===== config.mk =====
export PLATFORM = sky130hd
export DESIGN_NAME = hs_bus_fabric
export DESIGN_NICKNAME = d
export VERILOG_FILES = /design/src/rtl/hsb_pkg.sv /design/src/rtl/hsb_decoder.sv /design/src/rtl/hsb_return.sv /design/src/rtl/hsb_ctrl.sv /design/src/rtl/hs_bus_fabric.sv
export SDC_FILE = /design/constraint.sdc
export NUM_CORES = 1
export LEC_CHECK = 0
export ABC_AREA = 0
export ABC_CLOCK_PERIOD_IN_PS = 3500
export BUFFER_PORTS_ARGS = -buffer_cell sky130_fd_sc_hd__buf_2
export CAP_MARGIN = 20
export CELL_PAD_IN_SITES_DETAIL_PLACEMENT = 0
export CELL_PAD_IN_SITES_GLOBAL_PLACEMENT = 1
export CORE_MARGIN = 5
export CORE_UTILIZATION = 32
export DETAILED_ROUTE_END_ITERATION = 12
export GPL_TIMING_DRIVEN = 1
export PLACE_DENSITY_LB_ADDON = 0.05
export RECOVER_POWER = 100
export SKIP_CTS_REPAIR_TIMING = 1
export SLEW_MARGIN = 20
export SYNTH_ARGS = -nofsm -noshare
export SYNTH_HDL_FRONTEND = slang
export SYNTH_HIERARCHICAL = 1
export SYNTH_SLANG_ARGS = --single-unit

===== constraint.sdc =====
create_clock -name clk -period 3.5 [get_ports clk]
set_clock_uncertainty 0.2 [all_clocks]
set_input_delay 0.7 -clock clk [delete_from_list [all_inputs] [get_ports clk]]
set_output_delay 0.7 -clock clk [all_outputs]
set_load 0.05 [all_outputs]

===== src/rtl/hsb_pkg.sv =====
package hsb_pkg;

    typedef enum logic [1:0] {
        ST_IDLE,   // waiting for a master request
        ST_WAIT,   // strobe out, waiting for the slave acknowledge
        ST_HOLD,   // acknowledge to master, waiting for request to fall
        ST_REL     // strobe dropped, waiting for slave acknowledge to fall
    } hsb_state_e;

endpackage


===== src/rtl/hsb_decoder.sv =====
module hsb_decoder #(
    parameter int N_SLV = 12,
    parameter int SW    = 8,
    parameter logic [N_SLV*SW-1:0] BASES = '0
) (
    input  logic [SW-1:0]    hi_i,
    output logic [N_SLV-1:0] sel_o,
    output logic             miss_o
);

    always_comb begin
        for (int i = 0; i < N_SLV; i++) begin
            sel_o[i] = (hi_i == BASES[i*SW +: SW]);
        end
        miss_o = (sel_o == '0);
    end

    // distinct bases give at most one match for any upper byte
    always_comb begin
        a_r2_sel_onehot: assert ($onehot0(sel_o))
            else $error("R2: decoder matched more than one slave");
    end

    initial begin
        for (int i = 0; i < N_SLV; i++) begin
            for (int j = i + 1; j < N_SLV; j++) begin
                a_r2_unique_base: assert (BASES[i*SW +: SW] != BASES[j*SW +: SW])
                    else $error("R2: slaves %0d and %0d share a base", i, j);
            end
        end
    end

endmodule


===== src/rtl/hsb_return.sv =====
module hsb_return #(
    parameter int N_SLV     = 12,
    parameter int DW        = 16,
    parameter bit OR_RETURN = 1'b0
) (
    input  logic [N_SLV-1:0]    sel_i,
    input  logic [N_SLV-1:0]    s_ack_i,
    input  logic [N_SLV*DW-1:0] s_rdata_i,
    output logic                ack_o,
    output logic [DW-1:0]       rdata_o
);

    // acknowledge is always gated by the latched select
    assign ack_o = |(s_ack_i & sel_i);

    generate
        if (OR_RETURN) begin : g_or
            // slaves zero their own outputs when not selected
            always_comb begin
                rdata_o = '0;
                for (int i = 0; i < N_SLV; i++) begin
                    rdata_o = rdata_o | s_rdata_i[i*DW +: DW];
                end
            end
        end else begin : g_mux
            always_comb begin
                rdata_o = '0;
                for (int i = 0; i < N_SLV; i++) begin
                    rdata_o = rdata_o | (s_rdata_i[i*DW +: DW] & {DW{sel_i[i]}});
                end
            end
        end
    endgenerate

endmodule


===== src/rtl/hsb_ctrl.sv =====
module hsb_ctrl
    import hsb_pkg::*;
#(
    parameter int N_SLV = 12,
    parameter int AW    = 16,
    parameter int DW    = 16
) (
    input  logic             clk,
    input  logic             rst_n,
    input  logic             m_req_i,
    input  logic             m_we_i,
    input  logic [AW-1:0]    m_addr_i,
    input  logic [DW-1:0]    m_wdata_i,
    input  logic [N_SLV-1:0] dec_sel_i,
    input  logic             dec_miss_i,
    input  logic             ack_ret_i,
    input  logic [DW-1:0]    rdata_ret_i,
    output logic [N_SLV-1:0] sel_o,
    output logic [N_SLV-1:0] s_req_o,
    output logic             s_we_o,
    output logic [AW-1:0]    s_addr_o,
    output logic [DW-1:0]    s_wdata_o,
    output logic             m_ack_o,
    output logic             m_derr_o,
    output logic [DW-1:0]    m_rdata_o
);

    typedef struct packed {
        hsb_state_e       st;
        logic [N_SLV-1:0] sel;
        logic [N_SLV-1:0] sreq;
        logic             err;
        logic             we;
        logic [AW-1:0]    addr;
        logic [DW-1:0]    wdata;
        logic             ack;
        logic             derr;
        logic [DW-1:0]    rdata;
    } ctrl_t;

    ctrl_t r_d, r_q;

    always_comb begin
        r_d = r_q;
        unique case (r_q.st)
            ST_IDLE: begin
                if (m_req_i) begin
                    r_d.sel   = dec_sel_i;
                    r_d.sreq  = dec_sel_i;
                    r_d.err   = dec_miss_i;
                    r_d.we    = m_we_i;
                    r_d.addr  = m_addr_i;
                    r_d.wdata = m_wdata_i;
                    r_d.st    = ST_WAIT;
                end
            end
            ST_WAIT: begin
                if (r_q.err) begin
                    r_d.ack   = 1'b1;
                    r_d.derr  = 1'b1;
                    r_d.rdata = '0;
                    r_d.st    = ST_HOLD;
                end else if (ack_ret_i) begin
                    r_d.ack   = 1'b1;
                    r_d.rdata = rdata_ret_i;
                    r_d.st    = ST_HOLD;
                end
            end
            ST_HOLD: begin
                if (!m_req_i) begin
                    r_d.sreq = '0;
                    r_d.st   = ST_REL;
                end
            end
            ST_REL: begin
                if (!ack_ret_i) begin
                    r_d.ack  = 1'b0;
                    r_d.derr = 1'b0;
                    r_d.sel  = '0;
                    r_d.err  = 1'b0;
                    r_d.st   = ST_IDLE;
                end
            end
            default: r_d.st = ST_IDLE;
        endcase
    end

    always_ff @(posedge clk or negedge rst_n) begin
        if (!rst_n) begin
            r_q <= '{st: ST_IDLE, default: '0};
        end else begin
            r_q <= r_d;
        end
    end

    assign sel_o     = r_q.sel;
    assign s_req_o   = r_q.sreq;
    assign s_we_o    = r_q.we;
    assign s_addr_o  = r_q.addr;
    assign s_wdata_o = r_q.wdata;
    assign m_ack_o   = r_q.ack;
    assign m_derr_o  = r_q.derr;
    assign m_rdata_o = r_q.rdata;

    // never more than one slave strobed
    a_r2_one_strobe: assert property (@(posedge clk) disable iff (!rst_n)
        $onehot0(s_req_o));

    // forwarded address is stable while a strobe is held
    a_r3_addr_stable: assert property (@(posedge clk) disable iff (!rst_n)
        (|s_req_o) |=> (!(|s_req_o) || $stable(s_addr_o)));

    // acknowledge holds while the request holds
    a_r7_ack_holds: assert property (@(posedge clk) disable iff (!rst_n)
        (m_ack_o && m_req_i) |=> m_ack_o);

    // strobe released only after the master request fell
    a_r7_strobe_after_req: assert property (@(posedge clk) disable iff (!rst_n)
        $fell(|s_req_o) |-> !$past(m_req_i));

    // master acknowledge drops only after the slave acknowledge dropped
    a_r7_ack_after_slave: assert property (@(posedge clk) disable iff (!rst_n)
        $fell(m_ack_o) |-> !$past(ack_ret_i));

    // decode error only with an acknowledge and zero data
    a_r8_derr_zero: assert property (@(posedge clk) disable iff (!rst_n)
        m_derr_o |-> (m_ack_o && (m_rdata_o == '0)));

    // a good acknowledge follows a registered slave acknowledge
    a_r10_ack_registered: assert property (@(posedge clk) disable iff (!rst_n)
        ($rose(m_ack_o) && !m_derr_o) |-> $past(ack_ret_i));

endmodule


===== src/rtl/hs_bus_fabric.sv =====
module hs_bus_fabric #(
    parameter int N_SLV = 12,
    parameter int AW    = 16,
    parameter int DW    = 16,
    parameter int SW    = 8,
    parameter logic [N_SLV*SW-1:0] BASES = 96'h0B0A_0908_0706_0504_0302_0100,
    parameter bit OR_RETURN = 1'b0
) (
    input  logic                clk,
    input  logic                rst_n,
    input  logic                m_req,
    input  logic                m_we,
    input  logic [AW-1:0]       m_addr,
    input  logic [DW-1:0]       m_wdata,
    output logic                m_ack,
    output logic [DW-1:0]       m_rdata,
    output logic                m_derr,
    output logic [N_SLV-1:0]    s_req,
    output logic                s_we,
    output logic [AW-1:0]       s_addr,
    output logic [DW-1:0]       s_wdata,
    input  logic [N_SLV-1:0]    s_ack,
    input  logic [N_SLV*DW-1:0] s_rdata
);

    localparam int HI_LSB = AW - SW;

    logic [N_SLV-1:0] dec_sel;
    logic             dec_miss;
    logic [N_SLV-1:0] sel_q;
    logic             ack_ret;
    logic [DW-1:0]    rdata_ret;

    hsb_decoder #(.N_SLV(N_SLV), .SW(SW), .BASES(BASES)) u_dec (
        .hi_i   (m_addr[AW-1:HI_LSB]),
        .sel_o  (dec_sel),
        .miss_o (dec_miss)
    );

    hsb_return #(.N_SLV(N_SLV), .DW(DW), .OR_RETURN(OR_RETURN)) u_ret (
        .sel_i     (sel_q),
        .s_ack_i   (s_ack),
        .s_rdata_i (s_rdata),
        .ack_o     (ack_ret),
        .rdata_o   (rdata_ret)
    );

    hsb_ctrl #(.N_SLV(N_SLV), .AW(AW), .DW(DW)) u_ctrl (
        .clk         (clk),
        .rst_n       (rst_n),
        .m_req_i     (m_req),
        .m_we_i      (m_we),
        .m_addr_i    (m_addr),
        .m_wdata_i   (m_wdata),
        .dec_sel_i   (dec_sel),
        .dec_miss_i  (dec_miss),
        .ack_ret_i   (ack_ret),
        .rdata_ret_i (rdata_ret),
        .sel_o       (sel_q),
        .s_req_o     (s_req),
        .s_we_o      (s_we),
        .s_addr_o    (s_addr),
        .s_wdata_o   (s_wdata),
        .m_ack_o     (m_ack),
        .m_derr_o    (m_derr),
        .m_rdata_o   (m_rdata)
    );

endmodule


==> results of run 1 <==
[metrics by stage]
step	hold WS [ns]	setup WS [ns]	instance area, um^2	total power, mW
detailed placement	0.2720	0.6330	6279	3.316
global route	0.3108	0.7050	6492	4.333
floorplan	0.2044	1.058	5241	3.072
CTS	0.2873	0.8407	6565	4.244
finish	0.2874	0.9205	6492	4.099
global placement	0.2657	0.7171	6279	3.280
[critical path, cell delays in order (launching register included)]
cell	delay, ns
dfrtp_1	0.40
inv_1	0.15
ha_1	0.60
nand2_2	0.63
mux2_2	0.47
[state kept, by name (all words and copies together) (netlist names)]
name	count
u_ctrl/r_q	3
u_ctrl/s_we_o	1
u_ctrl/s_req_o	12
u_ctrl/m_derr_o	1
u_ctrl/m_ack_o	1
u_ctrl/m_rdata_o	16
u_ctrl/sel_o	12
u_ctrl/s_addr_o	16
u_ctrl/s_wdata_o	16
[cell usage in the layout (no fill, tap or decap), types with 2 or more instances in the layout]
cell type / count
diode_2: 8
a221oi_2: 10
a21oi_1: 5
nor3_1: 8
buf_4: 13
inv_1: 27
nand4b_1: 13
o21ai_0: 32
nand2_1: 44
ha_1: 6
clkbuf_16: 9
buf_2: 238
mux2_2: 33
clkbuf_1: 64
nand2b_1: 6
dfrtp_1: 78
nor4_1: 5
mux2i_1: 13
clkinvlp_4: 2
a22o_1: 51
nor2b_1: 2
inv_6: 4
a221oi_1: 41
nor2_1: 2
nand3_1: 17
[worst paths after layout]
path / to
worst max-delay path: u_ctrl/s_wdata_o[9]
worst min-delay path: u_ctrl/m_rdata_o[13]
worst max register to register: u_ctrl/s_wdata_o[9]
worst min register to register: u_ctrl/m_rdata_o[13]
max in group asynchronous: u_ctrl/s_req_o[1]
min in group asynchronous: u_ctrl/s_wdata_o[10]
[routing by layer]
metal | share of wire | vias up | global-route usage
met5 | 0 | - | 0
met4 | 0.035 | 0 | 0.09989
met3 | 0.081 | 44 | 0.05842
met2 | 0.51 | 234 | 0.3989
met1 | 0.37 | 2452 | 0.2449
li1 | - | 2310 | -
[kinds of logic (layout without fill, tap and decap cells)]
logic type | after synthesis | after routing
AOI/OAI and AO/OA | 144 | 144
and+or+nand+nor | 104 | 104
DFF | 78 | 78
adders and majority gates | 6 | 6
muxes | 47 | 47
buffers and inverters | 141 | 360
other | 0 | 8
[where the power goes]
part           switching [mW]  internal, mW
logic                    1.37         0.549
clock network           0.408         0.495
registers               0.133          1.15
[cell type report]
class	count	area (um^2)	share of cell area
Multi-Input combinational cell	301	2325	0.3581
Tap cell	216	270.3	0.04163
Timing Repair Buffer	316	1534	0.2363
Clock buffer	9	225.2	0.03469
Antenna cell	8	20.02	0.003083
Clock inverter	7	61.31	0.009443
Inverter	28	105.1	0.01619
Sequential cell	78	1952	0.3006
==> impl_summary.log, run 1 <==
INFO  metric asyncSetResetFlopFracSynth = 1.000
INFO  metric drc = 0
INFO  metric clock-sinks = 78
INFO  metric synth.mux.area_fraction = 0.09859
INFO  metric rows = 46
INFO  metric synth_sequential_area_ratio = 0.3724
INFO  metric netlist.top_cell.by_area = dfrtp_1
INFO  metric global_route_wire_length_before_repair = 31130 um
INFO  metric number_of_h_tree_branching_levels = 3
INFO  metric critical_path_arrival = 2.61 ns
INFO  metric layout-drive-gt1-share = 0.4263
INFO  metric postSynth.topFlopCell = dfrtp_1
INFO  metric synth.most_common_cell = dfrtp_1
INFO  metric power-per-cell-area = 631.3 mW/mm^2
INFO  metric r2r_start = u_ctrl/r_q[76]
INFO  metric finalMaxSlewViolations = 79
INFO  metric cp-start-kind = flip-flop
INFO  metric tns = 0 ns
INFO  metric worst-r2r-setup-slack = 0.92 ns
INFO  metric timing.hold.worst.start = u_ctrl/m_rdata_o[13]
INFO  metric clock_insertion_delay_worst_skew = 0.34 ns
INFO  metric worstSetupPathType = reg2reg
INFO  metric syn_nets = 766
INFO  metric synth_simple_gate_area_frac = 0.1048
INFO  metric finalHoldViolCount = 0
INFO  metric layout_nets = 980
INFO  metric dieWidth = 138.0 um
INFO  metric main_combinational_cell_family_by_area_after_synthesis = compound AO/OA/AOI/OAI gates
INFO  metric slew_headroom = -0.2905
INFO  metric grt_antenna_before_repair = 9
INFO  metric initial_utilization = 0.3276
INFO  metric globalplace.congestion = 0.9121
INFO  metric globalRoute.totalOverflow = 0
INFO  metric period_share = 0.7370
INFO  metric final-instance-count-excl-fill = 963
INFO  metric cts_inserted_buffers = 9
INFO  metric synthesis.area = 0.005241 mm^2
INFO  metric antenna_violating_nets_remaining = 0
INFO  metric tightestPinTransition = 1.936 ns
INFO  metric number_of_enable_type_register_cells_in_the_synthesized_netlist = 0
INFO  metric synth-seq-cells = 78
INFO  metric io_buffers = 302
INFO  metric cts.clk_slew.worst_paths = 0.07 ns
INFO  metric layout.filler_cells = 1719
INFO  metric routed_wire_per_std_cell = 22.96 um
INFO  metric grt_pass1_vias = 5223
INFO  metric leakage_power_total = 2.978 nW
INFO  metric max-vdd-ir-drop = 0.0004764 V
INFO  metric synth_commonest_cells = 78 x dfrtp_1, 74 x buf_4, 51 x a22o_1, 44 x nand2_1, 41 x a221oi_1
INFO  metric dp_hpwl = 17750 um
INFO  metric post_synth_num_cell_types = 39
INFO  metric postSynthAreaPerCell = 10.08 um^2
INFO  metric layout.core_utilization = 0.4058
INFO  metric synthesis.instances = 520
INFO  metric clock_tree.root_cell = clkbuf_16
INFO  metric period_needed = 2.580 ns
INFO  metric cp.required = 3.53 ns
INFO  metric yosys_warnings = 6
INFO  metric drtIter0Drc = 202
INFO  metric post-place-cells = 939
INFO  metric yosys-top-cells-area = dfrtp_1 37%, buf_4 11%, a22o_1 8.5%
INFO  metric drv.max_cap_violation_count = 1
INFO  metric area_growth_syn_to_fin = 23.87%
INFO  metric ff2ff_path_depth = 4
INFO  metric detail_route.vias_per_cell = 5.234
INFO  metric result_of_the_run = complete, but fails checks
INFO  metric via_count = 5040
INFO  metric critical_path_source = u_ctrl/r_q[76]
INFO  metric cts_tree = built
INFO  metric class_of_the_tightest_hold_or_removal_check = reg2reg
INFO  metric floorplan.die_area = 0.01904 mm^2
INFO  metric drt-pass1-iter-count = 4
INFO  metric grtUsageTotal = 0.2220
INFO  metric wl = 22110 um
INFO  metric yosysTopAreaCellShare = 0.3724
INFO  metric timing.hold.worst_path_depth = 2
INFO  metric report.final.setup_viol = 0
INFO  metric fraction_of_the_mapped_netlist_area_in_compound_gates = 0.2265
INFO  metric cts.path.max_buffers = 2
INFO  metric timing.fmax = 387.7 MHz
INFO  metric adder_cell_fraction_of_synth_area = 0.01432
INFO  metric io_pins = 303
INFO  metric cp-end-kind = flip-flop
INFO  metric placeableCoreArea = 0.01600 mm^2
INFO  metric failed_checks = max-capacitance violations, max-slew violations
INFO  metric die_height = 138.0 um
INFO  metric maximum_net_fanout_on_the_critical_path = 33
INFO  metric rsz_0062_raised_after_global_routing = no
INFO  metric synth_xor_xnor_area_share = 0
INFO  metric largest_net_degree_at_the_start_of_global_routing = 79
Power figures use the tool's default switching activity.
==> run 2, diff against run 1 <==
--- a/config.mk
+++ b/config.mk
@@ -5,14 +5,14 @@
 export SDC_FILE = /design/constraint.sdc
 export NUM_CORES = 1
 export LEC_CHECK = 0
-export ABC_AREA = 0
-export ABC_CLOCK_PERIOD_IN_PS = 3500
+export ABC_AREA = 1
+export ABC_CLOCK_PERIOD_IN_PS = 2400
 export BUFFER_PORTS_ARGS = -buffer_cell sky130_fd_sc_hd__buf_2
 export CAP_MARGIN = 20
 export CELL_PAD_IN_SITES_DETAIL_PLACEMENT = 0
 export CELL_PAD_IN_SITES_GLOBAL_PLACEMENT = 1
 export CORE_MARGIN = 5
-export CORE_UTILIZATION = 32
+export CORE_UTILIZATION = 31
 export DETAILED_ROUTE_END_ITERATION = 12
 export GPL_TIMING_DRIVEN = 1
 export PLACE_DENSITY_LB_ADDON = 0.05
==> constraint.sdc (replaced) <==
create_clock -name clk -period 2.4 [get_ports clk]
set_clock_uncertainty 0.2 [all_clocks]
set_input_delay 0.48 -clock clk [delete_from_list [all_inputs] [get_ports clk]]
set_output_delay 0.48 -clock clk [all_outputs]
set_load 0.05 [all_outputs]
==> run 2 against run 1 <==
Compared with the run above: the run now ends clean; global-route usage down 1.3 points; non-clock buffer count is 7 higher; final area increased by 7.8%.
==> impl_summary.log, run 2 <==
INFO  metric io_buffers = 302 (unchanged)
INFO  metric antenna_cells = 0 (-8)
INFO  metric antenna_violating_nets_remaining = 0 (unchanged)
INFO  metric tightestPinTransition = 0.8854 ns (-1.050 ns)
INFO  metric cp_num_buf_inv = 3 (+2)
INFO  metric detail_route.vias_per_cell = 4.457 (-15%)
INFO  metric maximum_net_fanout_on_the_critical_path = 35 (+6.1%)
INFO  metric timing.hold.worst_path_depth = 3 (+1)
INFO  metric routed_wire_per_std_cell = 17.36 um (-24%)
INFO  metric global_route_wire_length_before_repair = 34810 um (+12%)
INFO  metric report.final.setup_viol = 0 (unchanged)
INFO  metric max-vdd-ir-drop = 0.0002589 V (-46%)
INFO  metric synth_sequential_area_ratio = 0.3371 (-0.03533)
INFO  metric cts.path.max_buffers = 2 (unchanged)
INFO  metric rsz_0062_raised_after_global_routing = no
INFO  metric clock_tree.root_cell = clkbuf_16
INFO  metric power-per-cell-area = 423.0 mW/mm^2 (-33%)
INFO  metric tns = 0 ns (unchanged)
INFO  metric yosys_warnings = 6 (unchanged)
INFO  metric result_of_the_run = complete, no violations
INFO  metric worst-r2r-setup-slack = 0.45 ns (-0.47 ns)
INFO  metric timing.final.ws_setup = 0.4195 ns (-0.5010 ns)
INFO  metric synth_commonest_cells = 489 x nand2_1, 78 x dfrtp_1, 75 x buf_4, 68 x nor2_1, 50 x nand3_1
INFO  metric layout-drive-gt1-share = 0.2754 (-0.1508)
INFO  metric worst_path_max_delay_cell = clkbuf_2
INFO  metric period_share = 0.8252
INFO  metric postSynthAreaPerCell = 6.536 um^2 (-35%)
INFO  metric clock_insertion_delay_worst_skew = 0.33 ns (about the same)
INFO  metric clock-sinks = 78 (unchanged)
INFO  metric number_of_h_tree_branching_levels = 3 (unchanged)
INFO  metric postSynth.topFlopCell = dfrtp_1
INFO  metric r2r_start = u_ctrl/r_q[77]
INFO  metric finalHoldViolCount = 0 (unchanged)
INFO  metric cp-start-kind = primary input
INFO  metric grt_pass1_vias = 5882 (+13%)
INFO  metric layout_commonest_cell = nand2_1
INFO  metric worstSetupPathType = in2async
INFO  metric critical_path_arrival = 2.25 ns (-0.36 ns)
INFO  metric die_height = 146.7 um (+6.3%)
INFO  metric critical_path.cell_chain = dlygate4sd3_1 > clkbuf_2 > clkbuf_4
INFO  metric cts_inserted_buffers = 9 (unchanged)
INFO  metric synthesis.area = 0.005791 mm^2 (+10%)
INFO  metric dieWidth = 146.7 um (+6.3%)
INFO  metric cts.clk_slew.worst_paths = 0.06 ns (about the same)
INFO  metric dp_hpwl = 18540 um (+4.5%)
INFO  metric period_needed = 1.981 ns
INFO  metric cp.required = 2.67 ns (-0.86 ns)
INFO  metric via_count = 5995 (+19%)
INFO  metric wl = 23350 um (+5.6%)
INFO  metric floorplan.die_area = 0.02151 mm^2 (+13%)
INFO  metric layout_nets = 1353 (+38%)
INFO  metric timing.fmax = 504.9 MHz
INFO  metric crit-reg2reg-capture = u_ctrl/m_rdata_o[9]
INFO  metric cp-end-kind = async pin
INFO  metric drv.max_cap_violation_count = 0 (-1)
INFO  metric drc = 0 (unchanged)
INFO  metric grtUsageTotal = 0.2088 (-0.01320)
INFO  metric asyncSetResetFlopFracSynth = 1.000 (unchanged)
INFO  metric critical-path-top-delay-family = buffers and inverters
INFO  metric initial_utilization = 0.3127 (-0.01487)
INFO  metric globalplace.congestion = 0.8466 (-7.2%)
INFO  metric cts_tree = built
INFO  metric drt-pass1-iter-count = 5 (+1)
INFO  metric drtIter0Drc = 305 (+51%)
INFO  metric worst_hold_slack = 0.1342 ns (-0.1533 ns)
INFO  metric timing.hold.worst_endpoint = u_ctrl/s_wdata_o[9]
INFO  metric yosys-top-cells-area = dfrtp_1 34%, nand2_1 32%, buf_4 9.7%
INFO  metric io_pins = 303 (unchanged)
INFO  metric grt_antenna_before_repair = 1 (-8)
INFO  metric critical-path-max-stage-delay = 0.68 ns (+0.05 ns)
INFO  metric slew_headroom = 0.4097 (+0.7002)
INFO  metric finalMaxSlewViolations = 0 (-100%)
INFO  metric number_of_enable_type_register_cells_in_the_synthesized_netlist = 0 (unchanged)
INFO  metric synth.most_common_cell = nand2_1
INFO  metric place_worst_setup_slack = 0.2143 ns (-0.4187 ns)
INFO  metric synthesis.instances = 886 (+70%)
INFO  metric leakage_power_total = 4.139 nW (+39%)
INFO  metric globalRoute.totalOverflow = 0 (unchanged)
INFO  metric netlist.top_cell.by_area = dfrtp_1
INFO  metric post_synth_num_cell_types = 23 (-41%)
INFO  metric placeableCoreArea = 0.01852 mm^2 (+16%)
INFO  metric layout_common_cells = 491 x nand2_1, 238 x buf_2, 78 x dfrtp_1
INFO  metric timing.hold.worst.start = m_wdata[9]
INFO  metric yosysTopAreaCellShare = 0.3371 (-0.03533)
INFO  metric rows = 50 (+8.7%)
INFO  metric syn_nets = 1132 (+48%)
INFO  metric area_growth_syn_to_fin = 20.92%
INFO  metric class_of_the_tightest_hold_or_removal_check = in2reg
INFO  metric synth-seq-cells = 78 (unchanged)
INFO  metric largest_net_degree_at_the_start_of_global_routing = 36 (-54%)
INFO  metric ff2ff_path_depth = 7 (+3)
[run 2: cell type report]
| type | instances | area [um^2] |
|---|---|---|
| Clock buffer | 12 | 256.5 |
| Sequential cell | 78 | 1952 |
| Clock inverter | 3 | 43.79 |
| Multi-Input combinational cell | 673 | 2790 |
| Inverter | 22 | 82.58 |
| Fill cell | 2104 | 11520 |
| Tap cell | 234 | 292.8 |
| Timing Repair Buffer | 323 | 1584 |
[run 2: stage by stage]
| step | power, mW | std cells | cell area, um^2 | utilization |
|---|---|---|---|---|
| CTS | 3.017 | 1344 | 7121 | 0.3845 |
| detailed placement | 1.600 | 1329 | 6820 | 0.3683 |
| floorplan | 1.358 | 886 | 5791 | - |
| global placement | 1.600 | 1329 | 6820 | 0.3683 |
| finish | 2.962 | 1345 | 7002 | 0.3781 |
| global route | 3.088 | 1345 | 7002 | 0.3781 |
[run 2: worst max path at each step]
stage,end,depth (start not counted),from,slack (ns)
2_1_floorplan,u_ctrl/sel_o[10],12,u_ctrl/sel_o[7],0.48
3_3_place_gp,u_ctrl/sel_o[0],9,s_ack[11],0.21
3_5_place_dp,u_ctrl/sel_o[3],9,s_ack[11],0.21
4_1_cts,u_ctrl/sel_o[7],8,u_ctrl/sel_o[2],0.38
5_1_grt,u_ctrl/s_addr_o[0],3,rst_n,0.11
6_report,u_ctrl/s_addr_o[0],3,rst_n,0.42
[run 2: where the power goes]
part           switching [mW]  total, mW  internal, mW
registers                   0       1.32          1.32
logic                   0.114      0.258         0.144
clock network           0.531       1.39         0.857
[run 2: kinds of logic after synthesis]
kind of cell / count (synthesis) / synth area share
DFF: 78 / 0.3371
buffers and inverters: 135 / 0.1744
and+or+nand+nor: 641 / 0.4466
adders and majority gates: 6 / 0.01296
AOI/OAI and AO/OA: 26 / 0.02895
[run 2: metal layers]
metal  track usage  wire length (um)  up-vias
li1              -                 -     3066
met1        0.2763             10360     2674
met2        0.3459             10950      226
met3       0.04500              1624       27
met4       0.05550               405        2
met5             0                13        -
[run 2: worst register-to-register path, stage by stage, from the launching register on]
cell and delay, ns:
dfrtp_1 0.43, inv_1 0.12, ha_1 0.20, inv_1 0.11, nor2_4 0.36, inv_2 0.24
nand2_1 0.11, nand2_1 0.06
==> run 3, diff against run 2 <==
--- a/config.mk
+++ b/config.mk
@@ -5,14 +5,14 @@
 export SDC_FILE = /design/constraint.sdc
 export NUM_CORES = 1
 export LEC_CHECK = 0
-export ABC_AREA = 1
-export ABC_CLOCK_PERIOD_IN_PS = 2400
+export ABC_AREA = 0
+export ABC_CLOCK_PERIOD_IN_PS = 1700
 export BUFFER_PORTS_ARGS = -buffer_cell sky130_fd_sc_hd__buf_2
 export CAP_MARGIN = 20
 export CELL_PAD_IN_SITES_DETAIL_PLACEMENT = 0
 export CELL_PAD_IN_SITES_GLOBAL_PLACEMENT = 1
 export CORE_MARGIN = 5
-export CORE_UTILIZATION = 31
+export CORE_UTILIZATION = 29
 export DETAILED_ROUTE_END_ITERATION = 12
 export GPL_TIMING_DRIVEN = 1
 export PLACE_DENSITY_LB_ADDON = 0.05
==> constraint.sdc (replaced) <==
create_clock -name clk -period 1.7 [get_ports clk]
set_clock_uncertainty 0.2 [all_clocks]
set_input_delay 0.34 -clock clk [delete_from_list [all_inputs] [get_ports clk]]
set_output_delay 0.34 -clock clk [all_outputs]
set_load 0.05 [all_outputs]
==> run 3 against run 2 <==
Compared with the run above: the flow now finishes with violations (negative setup slack); sequential share of layout area down 1.6 points; sequential power up 100%; die area down 3.0%; hold slack worse by 0.11 ns; setup slack worse by 0.77 ns; sequential cell count unchanged; non-clock buffer count up 50; power rose to 3.3 times the previous value; count of clock-buffer cells in the layout down 3; critical path type is now reg2reg.
==> impl_summary.log, run 3 (same netlist as run 1, synthesis figures left out) <==
INFO  metric period_needed = 2.052 ns
INFO  metric drt-pass1-iter-count = 5 (unchanged)
INFO  metric class_of_the_tightest_hold_or_removal_check = in2reg
INFO  metric p_total = 9.895 mW (+230%)
INFO  metric placeableCoreArea = 0.01790 mm^2 (-3.3%)
INFO  metric area_growth_syn_to_fin = 41.85%
INFO  metric largest_net_degree_at_the_start_of_global_routing = 40 (+11%)
INFO  metric rsz_0062_raised_after_global_routing = yes
INFO  metric cts.path.max_buffers = 2 (unchanged)
INFO  metric clock-sinks = 78 (unchanged)
INFO  metric io_buffers = 302 (unchanged)
INFO  metric layout-drive-gt1-share = 0.5905 (+0.3150)
INFO  metric result_of_the_run = complete, but fails checks
INFO  metric cp-start-kind = flip-flop
INFO  metric place_worst_setup_slack = -0.4994 ns (-0.7137 ns)
INFO  metric critical_path_arrival = 2.07 ns (-0.18 ns)
INFO  metric timing.fmax = 487.4 MHz
INFO  metric cts_inserted_buffers = 9 (unchanged)
INFO  metric max-vdd-ir-drop = 0.001071 V (+310%)
INFO  metric finalHoldViolCount = 0 (unchanged)
INFO  metric power-per-cell-area = 1331 mW/mm^2 (+210%)
INFO  metric rows = 49 (-2.0%)
INFO  metric floorplan.die_area = 0.02086 mm^2 (-3.0%)
INFO  metric die_height = 144.4 um (-1.5%)
INFO  metric grtUsageTotal = 0.2105 (+0.001652)
INFO  metric detail_route.vias_per_cell = 5.038 (+13%)
INFO  metric antenna_violating_nets_remaining = 0 (unchanged)
INFO  metric tightestPinTransition = 0.5283 ns (-0.3571 ns)
INFO  metric dp_hpwl = 18900 um (+1.9%)
INFO  metric grt_antenna_before_repair = 7 (+6)
INFO  metric timing.final.ws_setup = -0.3517 ns (-0.7711 ns)
INFO  metric seqCellArea = 0.001952 mm^2 (unchanged)
INFO  metric wl = 23690 um (+1.4%)
INFO  metric dieWidth = 144.4 um (-1.5%)
INFO  metric globalRoute.totalOverflow = 0 (unchanged)
INFO  metric grt_pass1_vias = 5392 (-8.3%)
INFO  metric layout.filler_cells = 1871 (-11%)
INFO  metric layout_nets = 1037 (-23%)
INFO  metric layout_common_cells = 238 x buf_2, 78 x dfrtp_1, 64 x clkbuf_2
INFO  metric multi_input_comb_area = 0.002586 mm^2 (-7.3%)
INFO  metric report.final.setup_viol = 55 (+55)
INFO  metric io_pins = 303 (unchanged)
INFO  metric clock_tree.root_cell = clkbuf_16
INFO  metric initial_utilization = 0.2928 (-0.01993)
INFO  metric routed_wire_per_std_cell = 22.86 um (+32%)
INFO  metric maximum_net_fanout_on_the_critical_path = 3 (-91%)
INFO  metric drtIter0Drc = 253 (-17%)
INFO  metric slew_headroom = 0.6478 (+0.2381)
INFO  metric number_of_h_tree_branching_levels = 3 (unchanged)
INFO  metric globalplace.congestion = 0.9398 (+11%)
INFO  metric cts.clk_slew.worst_paths = 0.07 ns (about the same)
INFO  metric clock_insertion_delay_worst_skew = 0.34 ns (about the same)
INFO  metric cts_tree = built
INFO  metric failed_checks = negative setup slack
INFO  metric period_share = 1.207
INFO  metric global_route_wire_length_before_repair = 32740 um (-5.9%)
INFO  metric finalMaxSlewViolations = 0 (unchanged)
INFO  metric drv.max_cap_violation_count = 0 (unchanged)
INFO  metric drc = 0 (unchanged)
INFO  metric worstSetupPathType = reg2reg
INFO  metric via_count = 5219 (-13%)
INFO  metric cp.required = 1.72 ns (-0.95 ns)
INFO  metric cp-end-kind = flip-flop
INFO  metric leakage_power_total = 3.640 nW (-12%)
INFO  metric layout_commonest_cell = buf_2
INFO  metric worst_hold_slack = 0.02800 ns (-0.1062 ns)
-- run 3: cell count changes in the layout (fill, tap and decap cells not counted), sizes merged, moves of 8 or more --
cell / change
a221oi: +51
inv: +10
nand4b: +13
nor2: -70
mux2i: +13
diode: +11
mux2: +34
buf: +50
a22o: +51
nor3: +8
nand2: -469
nand3: -37
-- run 3: path summary, 6_finish.rpt --
kind / start / end / slack (ns) / depth (start not counted)
min in group asynchronous: rst_n / u_ctrl/s_addr_o[0] / 0.33 / 2
min: m_addr[5] / u_ctrl/s_addr_o[5] / 0.03 / 2
min reg2reg: u_ctrl/m_rdata_o[15] / u_ctrl/m_rdata_o[15] / 0.29 / 2
max: u_ctrl/sel_o[4] / u_ctrl/r_q[77] / -0.35 / 5
max reg2reg: u_ctrl/sel_o[4] / u_ctrl/r_q[77] / -0.35 / 5
max in group asynchronous: rst_n / u_ctrl/sel_o[3] / 0.16 / 3
-- run 3: layer usage --
metal	global-route usage	vias to the layer above	routed length, um
li1	-	2424	-
met1	0.2318	2560	8695
met2	0.3892	218	12540
met3	0.05423	17	2046
met4	0.07462	0	405
met5	0	-	0
-- run 3: worst max-delay path: stages, from the launching register on --
cell,delay (ns)
dfrtp_1,0.38
a22o_1,0.24
a221oi_2,0.21
nand3_2,0.16
a2111o_1,0.43
mux2_4,0.31
-- run 3: cell type report --
class | instances | share of cell area
Multi-Input combinational cell | 301 | 0.3479
Timing Repair Buffer | 373 | 0.2925
Sequential cell | 78 | 0.2625
Tap cell | 229 | 0.03854
Clock buffer | 9 | 0.03029
Inverter | 28 | 0.01414
Clock inverter | 7 | 0.01043
Antenna cell | 11 | 0.003702
-- run 3: metrics by stage --
stage          instances  setup TNS, ns  instance area, um^2  utilization
2_1_floorplan        520         -16.19                 5336            -
3_3_place_gp         999         -20.78                 6780       0.3787
3_5_place_dp         999         -21.17                 6780       0.3787
4_1_cts             1015         -17.35                 7083       0.3957
5_1_grt             1032         -16.25                 7425       0.4147
6_report            1036         -10.06                 7435       0.4153
-- run 3: where the power goes --
group / switching (mW) / internal, mW
Clock: 0.843 / 1.16
Combinational: 3.19 / 2.05
Sequential: 0.287 / 2.36
